--- src/rtl/sp_pkg.sv ---
package sp_pkg;

  localparam logic [7:0] OP_WRITE  = 8'h4E;
  localparam logic [7:0] OP_READ   = 8'hBE;
  localparam logic [7:0] OP_COPY   = 8'h48;
  localparam logic [7:0] OP_CONV   = 8'h44;
  localparam logic [7:0] OP_RECALL = 8'hB8;
  localparam logic [7:0] OP_POWER  = 8'hB4;

  localparam logic [7:0] CRC_POLY_REFL = 8'h8C;
  localparam int unsigned IMG_BYTES    = 8;

  typedef enum logic [2:0] {
    ST_IDLE,
    ST_CMD,
    ST_WR,
    ST_RD,
    ST_COPY,
    ST_CONV,
    ST_PWR,
    ST_ONES
  } sp_state_e;

  // One bit of the reflected CRC: shift right, fold in the polynomial on feedback.
  function automatic logic [7:0] crc_step(input logic [7:0] crc, input logic din);
    logic fb;
    fb = crc[0] ^ din;
    crc_step = {1'b0, crc[7:1]} ^ (fb ? CRC_POLY_REFL : 8'h00);
  endfunction

endpackage

--- src/rtl/sp_busy_timer.sv ---
module sp_busy_timer #(
  parameter int unsigned CYCLES = 16
) (
  input  logic clk,
  input  logic rst_n,
  input  logic start,
  output logic busy,
  output logic done
);
  localparam int CW = $clog2(CYCLES + 1);

  logic [CW-1:0] cnt_q;

  always_ff @(posedge clk or negedge rst_n) begin
    if (!rst_n) begin
      cnt_q <= '0;
    end else if (start && cnt_q == '0) begin
      cnt_q <= CW'(CYCLES);
    end else if (cnt_q != '0) begin
      cnt_q <= cnt_q - 1'b1;
    end
  end

  assign busy = (cnt_q != '0);
  assign done = (cnt_q == CW'(1));

  // an accepted start makes the timer busy on the next cycle
  a_r7_start_sets_busy: assert property (@(posedge clk) disable iff (!rst_n)
    (start && !busy) |=> busy);

  // the final busy cycle is followed by idle
  a_r6_done_then_idle: assert property (@(posedge clk) disable iff (!rst_n)
    done |=> !busy);

  // a busy timer is never restarted
  a_r7_no_restart: assert property (@(posedge clk) disable iff (!rst_n)
    (busy && !done) |=> busy);

endmodule

--- src/rtl/sp_nvstore.sv ---
module sp_nvstore #(
  parameter int unsigned COPY_CYCLES = 64,
  parameter logic [7:0]  INIT_HI     = 8'h4B,
  parameter logic [7:0]  INIT_LO     = 8'h46
) (
  input  logic       clk,
  input  logic       rst_n,
  input  logic       copy_go,
  input  logic [7:0] wr_hi,
  input  logic [7:0] wr_lo,
  output logic       busy,
  output logic [7:0] nv_hi,
  output logic [7:0] nv_lo
);
  logic [7:0] pend_hi_q, pend_lo_q;
  logic [7:0] nv_hi_q, nv_lo_q;
  logic       done;

  sp_busy_timer #(.CYCLES(COPY_CYCLES)) u_copy_timer (
    .clk   (clk),
    .rst_n (rst_n),
    .start (copy_go),
    .busy  (busy),
    .done  (done)
  );

  always_ff @(posedge clk or negedge rst_n) begin
    if (!rst_n) begin
      pend_hi_q <= INIT_HI;
      pend_lo_q <= INIT_LO;
      nv_hi_q   <= INIT_HI;
      nv_lo_q   <= INIT_LO;
    end else begin
      if (copy_go && !busy) begin
        pend_hi_q <= wr_hi;
        pend_lo_q <= wr_lo;
      end
      if (done) begin
        nv_hi_q <= pend_hi_q;
        nv_lo_q <= pend_lo_q;
      end
    end
  end

  assign nv_hi = nv_hi_q;
  assign nv_lo = nv_lo_q;

  // the stored contents move only in the final cycle of a copy
  a_r11_nv_only_on_done: assert property (@(posedge clk) disable iff (!rst_n)
    !done |=> ($stable(nv_hi_q) && $stable(nv_lo_q)));

  // staged values are frozen while a copy is in flight
  a_r6_pending_frozen: assert property (@(posedge clk) disable iff (!rst_n)
    busy |=> ($stable(pend_hi_q) && $stable(pend_lo_q)));

endmodule

--- src/rtl/sp_read_stream.sv ---
module sp_read_stream
  import sp_pkg::*;
#(
  parameter int unsigned NBYTES = IMG_BYTES
) (
  input  logic                   clk,
  input  logic                   rst_n,
  input  logic                   start,
  input  logic                   slot_fire,
  input  logic [NBYTES-1:0][7:0] img_i,
  output logic                   tx_bit
);
  localparam int AW = $clog2(NBYTES + 2);
  localparam logic [AW-1:0] CRC_IDX = AW'(NBYTES);
  localparam logic [AW-1:0] END_IDX = AW'(NBYTES + 1);

  logic [AW-1:0] addr_q;
  logic [2:0]    bit_q;
  logic [7:0]    crc_q;
  logic [7:0]    cur_byte;
  logic          cur_bit;

  always_comb begin
    cur_byte = 8'hFF;
    for (int k = 0; k < int'(NBYTES); k++) begin
      if (addr_q == AW'(k)) cur_byte = img_i[k];
    end
    if (addr_q == CRC_IDX) cur_byte = crc_q;
  end

  assign cur_bit = cur_byte[bit_q];
  assign tx_bit  = cur_bit;

  always_ff @(posedge clk or negedge rst_n) begin
    if (!rst_n) begin
      addr_q <= END_IDX;
      bit_q  <= '0;
      crc_q  <= '0;
    end else if (start) begin
      addr_q <= '0;
      bit_q  <= '0;
      crc_q  <= '0;
    end else if (slot_fire && addr_q != END_IDX) begin
      if (addr_q < CRC_IDX) crc_q <= crc_step(crc_q, cur_bit);
      bit_q <= bit_q + 1'b1;
      if (bit_q == 3'd7) addr_q <= addr_q + 1'b1;
    end
  end

  // once the check byte is out, slots read as ones
  a_r5_ones_after_crc: assert property (@(posedge clk) disable iff (!rst_n)
    (slot_fire && addr_q == END_IDX) |-> tx_bit);

  // the byte index steps by one after the eighth bit of a byte
  a_r3_addr_step: assert property (@(posedge clk) disable iff (!rst_n)
    (!start && slot_fire && bit_q == 3'd7 && addr_q != END_IDX) |=> (addr_q == $past(addr_q) + 1'b1));

  // the running CRC holds still while the check byte is sent
  a_r4_crc_frozen: assert property (@(posedge clk) disable iff (!rst_n)
    (!start && addr_q >= CRC_IDX) |=> $stable(crc_q));

endmodule

--- src/rtl/sp_cmd_ctrl.sv ---
module sp_cmd_ctrl
  import sp_pkg::*;
#(
  parameter int unsigned CONV_CYCLES = 50000,
  parameter int unsigned COPY_CYCLES = 2500,
  parameter logic [7:0]  NV_INIT_HI  = 8'h4B,
  parameter logic [7:0]  NV_INIT_LO  = 8'h46,
  parameter logic [15:0] TEMP_INIT   = 16'h00AA,
  parameter logic [7:0]  REMAIN_INIT = 8'h0C,
  parameter logic [7:0]  PERDEG_INIT = 8'h10
) (
  input  logic        clk,
  input  logic        rst_n,
  input  logic        bus_reset,
  input  logic        selected,
  input  logic        rx_valid,
  output logic        rx_ready,
  input  logic [7:0]  rx_byte,
  input  logic        slot_valid,
  output logic        slot_ready,
  output logic        tx_bit,
  input  logic        ext_power,
  input  logic [15:0] sens_temp,
  input  logic [7:0]  sens_remain,
  input  logic [7:0]  sens_per_deg
);
  sp_state_e st_q, st_d;

  logic        rx_fire, slot_fire, quiet;
  logic        cmd_take, wr_take;
  logic        recall_go, copy_go, conv_go, rd_start;
  logic        wr_idx_q;
  logic [7:0]  trig_hi_q, trig_lo_q;
  logic [15:0] temp_q;
  logic [7:0]  remain_q, perdeg_q;
  logic        nv_busy, conv_busy, conv_done;
  logic [7:0]  nv_hi, nv_lo;
  logic        rs_bit;
  logic [IMG_BYTES-1:0][7:0] img;

  assign rx_ready   = 1'b1;
  assign slot_ready = 1'b1;
  assign rx_fire    = rx_valid && rx_ready;
  assign slot_fire  = slot_valid && slot_ready;
  assign quiet      = !bus_reset && !selected;

  assign cmd_take  = (st_q == ST_CMD) && rx_fire && quiet;
  assign wr_take   = (st_q == ST_WR)  && rx_fire && quiet;
  assign recall_go = cmd_take && (rx_byte == OP_RECALL);
  assign copy_go   = cmd_take && (rx_byte == OP_COPY);
  assign conv_go   = cmd_take && (rx_byte == OP_CONV);
  assign rd_start  = cmd_take && (rx_byte == OP_READ);

  always_comb begin
    st_d = st_q;
    if (bus_reset) begin
      st_d = ST_IDLE;
    end else if (selected) begin
      st_d = ST_CMD;
    end else begin
      unique case (st_q)
        ST_CMD: begin
          if (rx_fire) begin
            unique case (rx_byte)
              OP_WRITE: st_d = ST_WR;
              OP_READ:  st_d = ST_RD;
              OP_COPY:  st_d = ST_COPY;
              OP_CONV:  st_d = ST_CONV;
              OP_POWER: st_d = ST_PWR;
              default:  st_d = ST_ONES;
            endcase
          end
        end
        ST_WR: if (rx_fire && wr_idx_q) st_d = ST_ONES;
        default: st_d = st_q;
      endcase
    end
  end

  always_ff @(posedge clk or negedge rst_n) begin
    if (!rst_n) begin
      st_q      <= ST_IDLE;
      wr_idx_q  <= 1'b0;
      trig_hi_q <= NV_INIT_HI;
      trig_lo_q <= NV_INIT_LO;
      temp_q    <= TEMP_INIT;
      remain_q  <= REMAIN_INIT;
      perdeg_q  <= PERDEG_INIT;
    end else begin
      st_q <= st_d;
      if (cmd_take && rx_byte == OP_WRITE) wr_idx_q <= 1'b0;
      else if (wr_take)                    wr_idx_q <= 1'b1;
      if (wr_take) begin
        if (!wr_idx_q) trig_hi_q <= rx_byte;
        else           trig_lo_q <= rx_byte;
      end else if (recall_go) begin
        trig_hi_q <= nv_hi;
        trig_lo_q <= nv_lo;
      end
      if (conv_done) begin
        temp_q   <= sens_temp;
        remain_q <= sens_remain;
        perdeg_q <= sens_per_deg;
      end
    end
  end

  sp_busy_timer #(.CYCLES(CONV_CYCLES)) u_conv_timer (
    .clk   (clk),
    .rst_n (rst_n),
    .start (conv_go),
    .busy  (conv_busy),
    .done  (conv_done)
  );

  sp_nvstore #(
    .COPY_CYCLES (COPY_CYCLES),
    .INIT_HI     (NV_INIT_HI),
    .INIT_LO     (NV_INIT_LO)
  ) u_nv (
    .clk     (clk),
    .rst_n   (rst_n),
    .copy_go (copy_go),
    .wr_hi   (trig_hi_q),
    .wr_lo   (trig_lo_q),
    .busy    (nv_busy),
    .nv_hi   (nv_hi),
    .nv_lo   (nv_lo)
  );

  assign img[0] = temp_q[7:0];
  assign img[1] = temp_q[15:8];
  assign img[2] = trig_hi_q;
  assign img[3] = trig_lo_q;
  assign img[4] = 8'hFF;
  assign img[5] = 8'hFF;
  assign img[6] = remain_q;
  assign img[7] = perdeg_q;

  sp_read_stream #(.NBYTES(IMG_BYTES)) u_rd (
    .clk       (clk),
    .rst_n     (rst_n),
    .start     (rd_start),
    .slot_fire (slot_fire && st_q == ST_RD),
    .img_i     (img),
    .tx_bit    (rs_bit)
  );

  always_comb begin
    unique case (st_q)
      ST_RD:   tx_bit = rs_bit;
      ST_COPY: tx_bit = !nv_busy;
      ST_CONV: tx_bit = !conv_busy;
      ST_PWR:  tx_bit = ext_power;
      default: tx_bit = 1'b1;
    endcase
  end

  // a bus reset always lands in idle
  a_r1_reset_to_idle: assert property (@(posedge clk) disable iff (!rst_n)
    bus_reset |=> (st_q == ST_IDLE));

  // trigger bytes change only on an accepted write byte or a recall
  a_r2_trig_write_only: assert property (@(posedge clk) disable iff (!rst_n)
    (!wr_take && !recall_go) |=> ($stable(trig_hi_q) && $stable(trig_lo_q)));

  // sensor image bytes change only when a conversion ends
  a_r7_temp_on_done: assert property (@(posedge clk) disable iff (!rst_n)
    !conv_done |=> ($stable(temp_q) && $stable(remain_q) && $stable(perdeg_q)));

  // an unknown command never leaves the all-ones state without reset or selection
  a_r10_ones_sticky: assert property (@(posedge clk) disable iff (!rst_n)
    (st_q == ST_ONES && quiet) |=> (st_q == ST_ONES));

endmodule

--- config.mk ---
export PLATFORM = sky130hd
export DESIGN_NAME = sp_cmd_ctrl
export DESIGN_NICKNAME = d
export VERILOG_FILES = /design/src/rtl/sp_pkg.sv /design/src/rtl/sp_busy_timer.sv /design/src/rtl/sp_nvstore.sv /design/src/rtl/sp_read_stream.sv /design/src/rtl/sp_cmd_ctrl.sv
export SDC_FILE = /design/constraint.sdc
export NUM_CORES = 1
export LEC_CHECK = 0
export BUFFER_PORTS_ARGS = -buffer_cell sky130_fd_sc_hd__buf_2
export CORE_MARGIN = 2
export CORE_UTILIZATION = 60
export DETAILED_ROUTE_END_ITERATION = 8
export HOLD_SLACK_MARGIN = 0.03
export PLACE_DENSITY_LB_ADDON = 0.05
export SYNTH_ARGS = -nofsm -noshare
export SYNTH_HDL_FRONTEND = slang
export SYNTH_SLANG_ARGS = --single-unit
--- constraint.sdc ---
create_clock -name clk -period 3 [get_ports clk]
set_clock_uncertainty 0.1 [all_clocks]
set_input_delay 0 -clock clk [delete_from_list [all_inputs] [get_ports clk]]
set_output_delay 0 -clock clk [all_outputs]
set_load 0.01 [all_outputs]
# == Word-level counts from Yosys, hierarchy flattened ==
# Cells that the tools add are included.
# totals
mem_bits_ro,0
latchBits,0
ram_bits,0
register_bits,127
n_memories,0
# op_classes
div_mod_pow,0
mul,0
eq_ne,28
reduce_logical,38
shift,0
bitwise,2
n_lt_le_gt_ge,2
n_mux,39
addsub,4
# op_table
operator,count
2-to-1 mux 8 bit,19
2-to-1 mux 16 bit,2
"== test 8 x 7 -> 1 bit, second input constant",3
"== test 8 bit, second input constant",3
2-to-1 mux 12 bit,2
2-to-1 mux 3 bit,6
"== test 16 x 1 -> 1 bit, second input constant",1
"== test 4 x 3 -> 1 bit, second input constant",4
logical AND 1 bit,16
zero test 16 bit,1
nonzero test 16 bit,1
"subtractor 16 x 1 -> 16 bit, second input constant",1
case mux 3 bit (5 select lines),1
nonzero test 2 bit,7
"== test 12 x 1 -> 1 bit, second input constant",1
"== test 3 bit, second input constant",4
zero test 12 bit,1
2-to-1 mux 4 bit,3
nonzero test 12 bit,1
"subtractor 12 x 1 -> 12 bit, second input constant",1
"== test 4 x 2 -> 1 bit, second input constant",2
"!= test 4 bit, second input constant",2
AND reduction 2 bit,4
XOR 7 x 8 -> 8 bit,1
20 further kinds,26

# == Depth between registers and ports, before layout ==
# logic_depth
depth_word,18
mapped_depth,11

# == Cells and area by module ==
# From an unflattened synthesis, not the netlist that was laid out.
# unflattened
hier_cells,632
area_unflattened_um2,7121.8
# by_module_without_submodules
module,area_each_um2,n_inst,cells_each
sp_cmd_ctrl,2476.1,1,174
sp_read_stream,1816.7,1,248
sp_nvstore,1273.7,1,69
sp_busy_timer (u_conv_timer),902.1,1,81
sp_busy_timer (u_nv.u_copy_timer),653.1,1,60

# == Least setup slack after synthesis ==
# OpenSTA, ideal clock, no wires.
# synth_timing
path_type,reg2reg
from,register u_rd.addr_q[0]
to,register u_rd.crc_q[7]
t_arrival_ns,2.338
required_time_ns,2.831
path_stages_with_launch,10
setup_slack_ns,0.493
cell_sequence,dfstp_2 inv_1 ha_1 buf_2 o311a_1 a211oi_1 a311o_1 nand3_1 a2111o_1 nand3_1
# synth_via
elab_chain_len,18
word_cells_on_any_way,32
cone_classes,order compare: 1; eq/ne: 9; mux: 15; bitwise: 2; reduce/logical: 5
# synth_rtl
item,line_no,source
start: declaration,sp_read_stream.sv:17,logic [AW-1:0] addr_q;
start signal: assignment,sp_read_stream.sv:46,if (bit_q == 3'd7) addr_q <= addr_q + 1'b1;
zero test 4 bit,sp_read_stream.sv:26,if (addr_q == AW'(k)) cur_byte = img_i[k];
2-to-1 mux 8 bit (8 in series),sp_read_stream.sv:26,
2-to-1 mux 8 bit,sp_read_stream.sv:28,if (addr_q == CRC_IDX) cur_byte = crc_q;
binary-select mux 1 bit (select 3 bit),sp_read_stream.sv:31,assign cur_bit = cur_byte[bit_q];
2-to-1 mux 1 bit (implied by the code),sp_read_stream.sv:31,
XOR 1 bit,sp_pkg.sv:27,fb = crc[0] ^ din;
2-to-1 mux 8 bit,sp_pkg.sv:28,"crc_step = {1'b0, crc[7:1]} ^ (fb ? CRC_POLY_REFL : 8'h00);"
XOR 7 x 8 -> 8 bit,sp_pkg.sv:28,
2-to-1 mux 8 bit,sp_read_stream.sv:44,"if (addr_q < CRC_IDX) crc_q <= crc_step(crc_q, cur_bit);"
2-to-1 mux 8 bit,sp_read_stream.sv:43,end else if (slot_fire && addr_q != END_IDX) begin
2-to-1 mux 8 bit,sp_read_stream.sv:39,end else if (start) begin
end signal: assignment,sp_read_stream.sv:44,
end: declaration,sp_read_stream.sv:19,logic [7:0] crc_q;
# Several ways; a longest one is shown, not always the timed one. The select of a mux whose other input is x is not followed.
# A chain may end at the register's enable or synchronous reset.

# == Worst setup path after layout ==
# Ends and elaborated chain as after synthesis.

==> results.sh <==
export IMPL_layout_common_cells="dfrtp_1, dlygate4sd3_1, buf_2"
export IMPL_required_ns=3.36
export IMPL_synth_area_per_cell_sq_um=11.4
export IMPL_postSynthCellCount=582
export IMPL_io_pins=50
export IMPL_grt_pass1_vias=5166
export IMPL_grt_util_all_layers_pct=29.0
export IMPL_status="finished with violations"
export IMPL_yosys_area_share_simple_pct=16.9
export IMPL_floorplan_initialDensity_pct=61.3
export IMPL_synthAdderAreaFrac_pct=1.88
export IMPL_min_period_ns=3.07
export IMPL_layout_commonest_cell="dfrtp_1"
export IMPL_ys_seq_area_share_pct=48.4
export IMPL_cts_root_buf="clkbuf_8"
export IMPL_cp_slowest_cell="dfstp_2"
export IMPL_slowest_delay_ns=0.55
export IMPL_ir_worst_vdd_mv=0.442
export IMPL_postRouteAntennaNets=0
export IMPL_r2r_slack_ns=-0.07
export IMPL_n_fill_cell=670
export IMPL_p_seq_share_pct=41.3
export IMPL_synth_compound_area_share_pct=12.2
export IMPL_synth_edf_count=0
export IMPL_ys_async_sr_fraction_pct=100
export IMPL_place_gp_congestion=0.913
export IMPL_cts_tree="built"
export IMPL_crit_path_start_kind="flip-flop"
export IMPL_finalSetupViolCount=2
export IMPL_final_nets=758
export IMPL_synth_xor_area_share_pct=1.58
export IMPL_switching_share_pct=27.2
export IMPL_hold_violations=0
export IMPL_ys_ff_latch=127
export IMPL_cts_made_buffers=17
export IMPL_cpMostUsedCell="buf_4"
export IMPL_violations="setup timing"
export IMPL_synthMuxAreaShare_pct=15.9
export IMPL_clk_path_buf_depth=2
export IMPL_antenna_found_initial=0
export IMPL_drc=0
export IMPL_insertion_delay_ns=0.53
export IMPL_switchingPower_uw=1270
export IMPL_dpl_instance_area_sq_um=6990
export IMPL_max_cap_violations=0
export IMPL_drv_slew=0
export IMPL_die_area_sq_um=11900
export IMPL_fmax_mhz=325
export IMPL_synth_yosys_warnings=0
export IMPL_portBuffers=47
export IMPL_diodes=0
export IMPL_p_leak_uw=0.00378
export IMPL_crit_chain="buf_6 > inv_6 > ha_4 > buf_6 > nor3b_1 > o311a_1 > a211oi_2 > a311o_1 > nand3_2 > buf_4 > buf_4 > buf_4 > a2111o_1 > nand3_1"
export IMPL_drive_gt1_share_pct=34.5
export IMPL_fin_crit_sh_pct=102
export IMPL_worst_slack_ns=-0.0736
export IMPL_cts_htree_levels=4
export IMPL_grt_overflow_total=0
export IMPL_finalWirelength_microns=16500
export IMPL_vias=5145
export IMPL_combPwrFrac_pct=17.1
export IMPL_critPathCaptureType="flip-flop"
export IMPL_core_area_sq_um=10800
export IMPL_fp_row_count=38
export IMPL_clk_pin_slew_ns=0.06
export IMPL_ys_flop_type="dfrtp_1"
export IMPL_path_max_fanout=6
export IMPL_pwr_share_clk_pct=41.6
export IMPL_critPathKind="flip-flop to flip-flop"
export IMPL_finalSetupTns_ns=-0.134
export IMPL_relSlewSlack_pct=58.1
export IMPL_powerDensity_nw_per_um2=555
export IMPL_die_w_microns=109
export IMPL_avgRoutedWirePerCell_microns=19.3
export IMPL_clock_sinks=127
export IMPL_vias_per_cell=6.02
export IMPL_dr_pass1_iters=5
export IMPL_synth_top_family_by_area="simple AND/OR/NAND/NOR gates"
export IMPL_crit_arrival_ns=3.44
export IMPL_fp_dieH_microns=109
export IMPL_synthToLayoutAreaGrowth_pct=26.2
export IMPL_grt_pass1_wl_microns=26200
export IMPL_intPower_uw=3380
export IMPL_synth_cell_type_count=78
export IMPL_rsz0062_at_grt="true"
export IMPL_hold_path_class="input port to flip-flop"
export IMPL_whs_path_depth=3
export IMPL_grt_start_max_net_pins=97
export IMPL_synthesis_area_sq_um=6640
export IMPL_drtIter0Drc=454
export IMPL_hpwlAfterDp_microns=10400
export IMPL_reg2reg_depth=14
export IMPL_worst_slew_pin_slew_ns=0.623
export IMPL_final_cell_area_sq_um=8380
## flip-flops by register name, summed over array words and instances (netlist names)
signal,cells
trig_hi_q,8
u_nv.u_copy_timer.cnt_q,12
u_nv.pend_hi_q,8
u_conv_timer.cnt_q,16
u_nv.nv_hi,8
u_nv.pend_lo_q,8
wr_idx_q,1
u_nv.nv_lo,8
u_rd.addr_q,4
u_rd.crc_q,8
u_rd.bit_q,3
temp_q,16
perdeg_q,8
st_q,3
remain_q,8
trig_lo_q,8
## metal layers
metal | vias up | share of wire, % | global-route usage, %
li1 | 2384 | - | -
met1 | 2564 | 45 | 39.7
met2 | 178 | 49 | 46.4
met3 | 19 | 5.0 | 6.04
met4 | 0 | 1.2 | 9.67
met5 | - | 0 | 0
## layout make-up
| class | count | area (sq um) | share of cell area [%] |
|---|---|---|---|
| sequential | 127 | 3220 | 38.4 |
| tap | 140 | 175 | 2.09 |
| multi-input combinational | 418 | 3380 | 40.3 |
| timing repair buffer | 124 | 990 | 11.8 |
| clock inverter | 12 | 113 | 1.34 |
| clock buffer | 20 | 455 | 5.43 |
| inverter | 13 | 53.8 | 0.642 |
## stage by stage
step | total power [uW] | hold slack (ns) | instances | setup slack [ns] | utilization [%]
final | 4650 | 0.139 | 854 | -0.0736 | 77.3
after global routing | 4820 | 0.132 | 854 | -0.215 | 77.3
after CTS | 4520 | 0.110 | 842 | 0.000451 | 75.6
after global placement | 2440 | -0.138 | 754 | 0.104 | 64.4
after floorplan | 2270 | -0.396 | 583 | 0.493 | -
after detailed placement | 2450 | -0.138 | 754 | 0.0420 | 64.4
## Yosys cell counts (10+ instances only)
master | count | area, sq um
ha_1 | 10 | 125
dfstp_2 | 30 | 788
nor2b_1 | 14 | 87.6
nor2_1 | 29 | 109
nand2b_1 | 19 | 119
nand3_1 | 16 | 80.1
mux2_2 | 35 | 394
nor3_1 | 19 | 95.1
mux2i_1 | 21 | 210
mux2_4 | 30 | 450
dfrtp_1 | 97 | 2430
inv_1 | 12 | 45.0
nor3b_1 | 10 | 75.1
nand2_1 | 45 | 169
o21ai_0 | 24 | 120
a21oi_1 | 19 | 95.1
## cell families (layout without fill, tap and decap cells)
group                    Yosys count  in the layout
XOR/XNOR                          12             12
AND/OR/NAND/NOR                  196            196
AO/OA/AOI/OAI                    112            112
flip-flops                       127            127
multiplexers                      86             86
other                              1              2
buffers and inverters             38            169
adder cells (fa/ha/maj)           10             10
## path summary, 6_finish.rpt
path                                             start                     end
worst min-delay path                   sens_per_deg[6]             perdeg_q[6]
worst max-delay path                    u_rd.addr_q[0]           u_rd.crc_q[7]
min in group asynchronous                        rst_n             remain_q[2]
worst max register to register          u_rd.addr_q[0]           u_rd.crc_q[7]
max in group asynchronous                        rst_n           u_nv.nv_hi[0]
worst min register to register  u_conv_timer.cnt_q[14]  u_conv_timer.cnt_q[14]
## power by group through the flow
stage | logic [uW] | clock network, uW | registers (uW)
after floorplan | 385 | 0 | 1880
after global placement | 500 | 0 | 1940
after detailed placement | 510 | 0 | 1940
after CTS | 651 | 1950 | 1910
after global routing | 858 | 2030 | 1930
final | 794 | 1930 | 1920
## timing repair
action | in CTS | in global routing
resized for setup | 17 | 28
endpoints found under the hold margin | 165 | 0
setup buffers | 6 | 12
endpoints found under the setup margin | 1 | 2
pin swaps | 10 | 15
hold buffers | 50 | 0
## worst max-delay path, delay by kind of cell (launching register included)
kind,cells,cell delay (ns)
buffers and inverters,6,0.71
flip-flops,1,0.55
adder cells (fa/ha/maj),1,0.18
AO/OA/AOI/OAI,4,1.13
AND/OR/NAND/NOR,3,0.32
No activity file was read; power rests on OpenSTA's default activity.
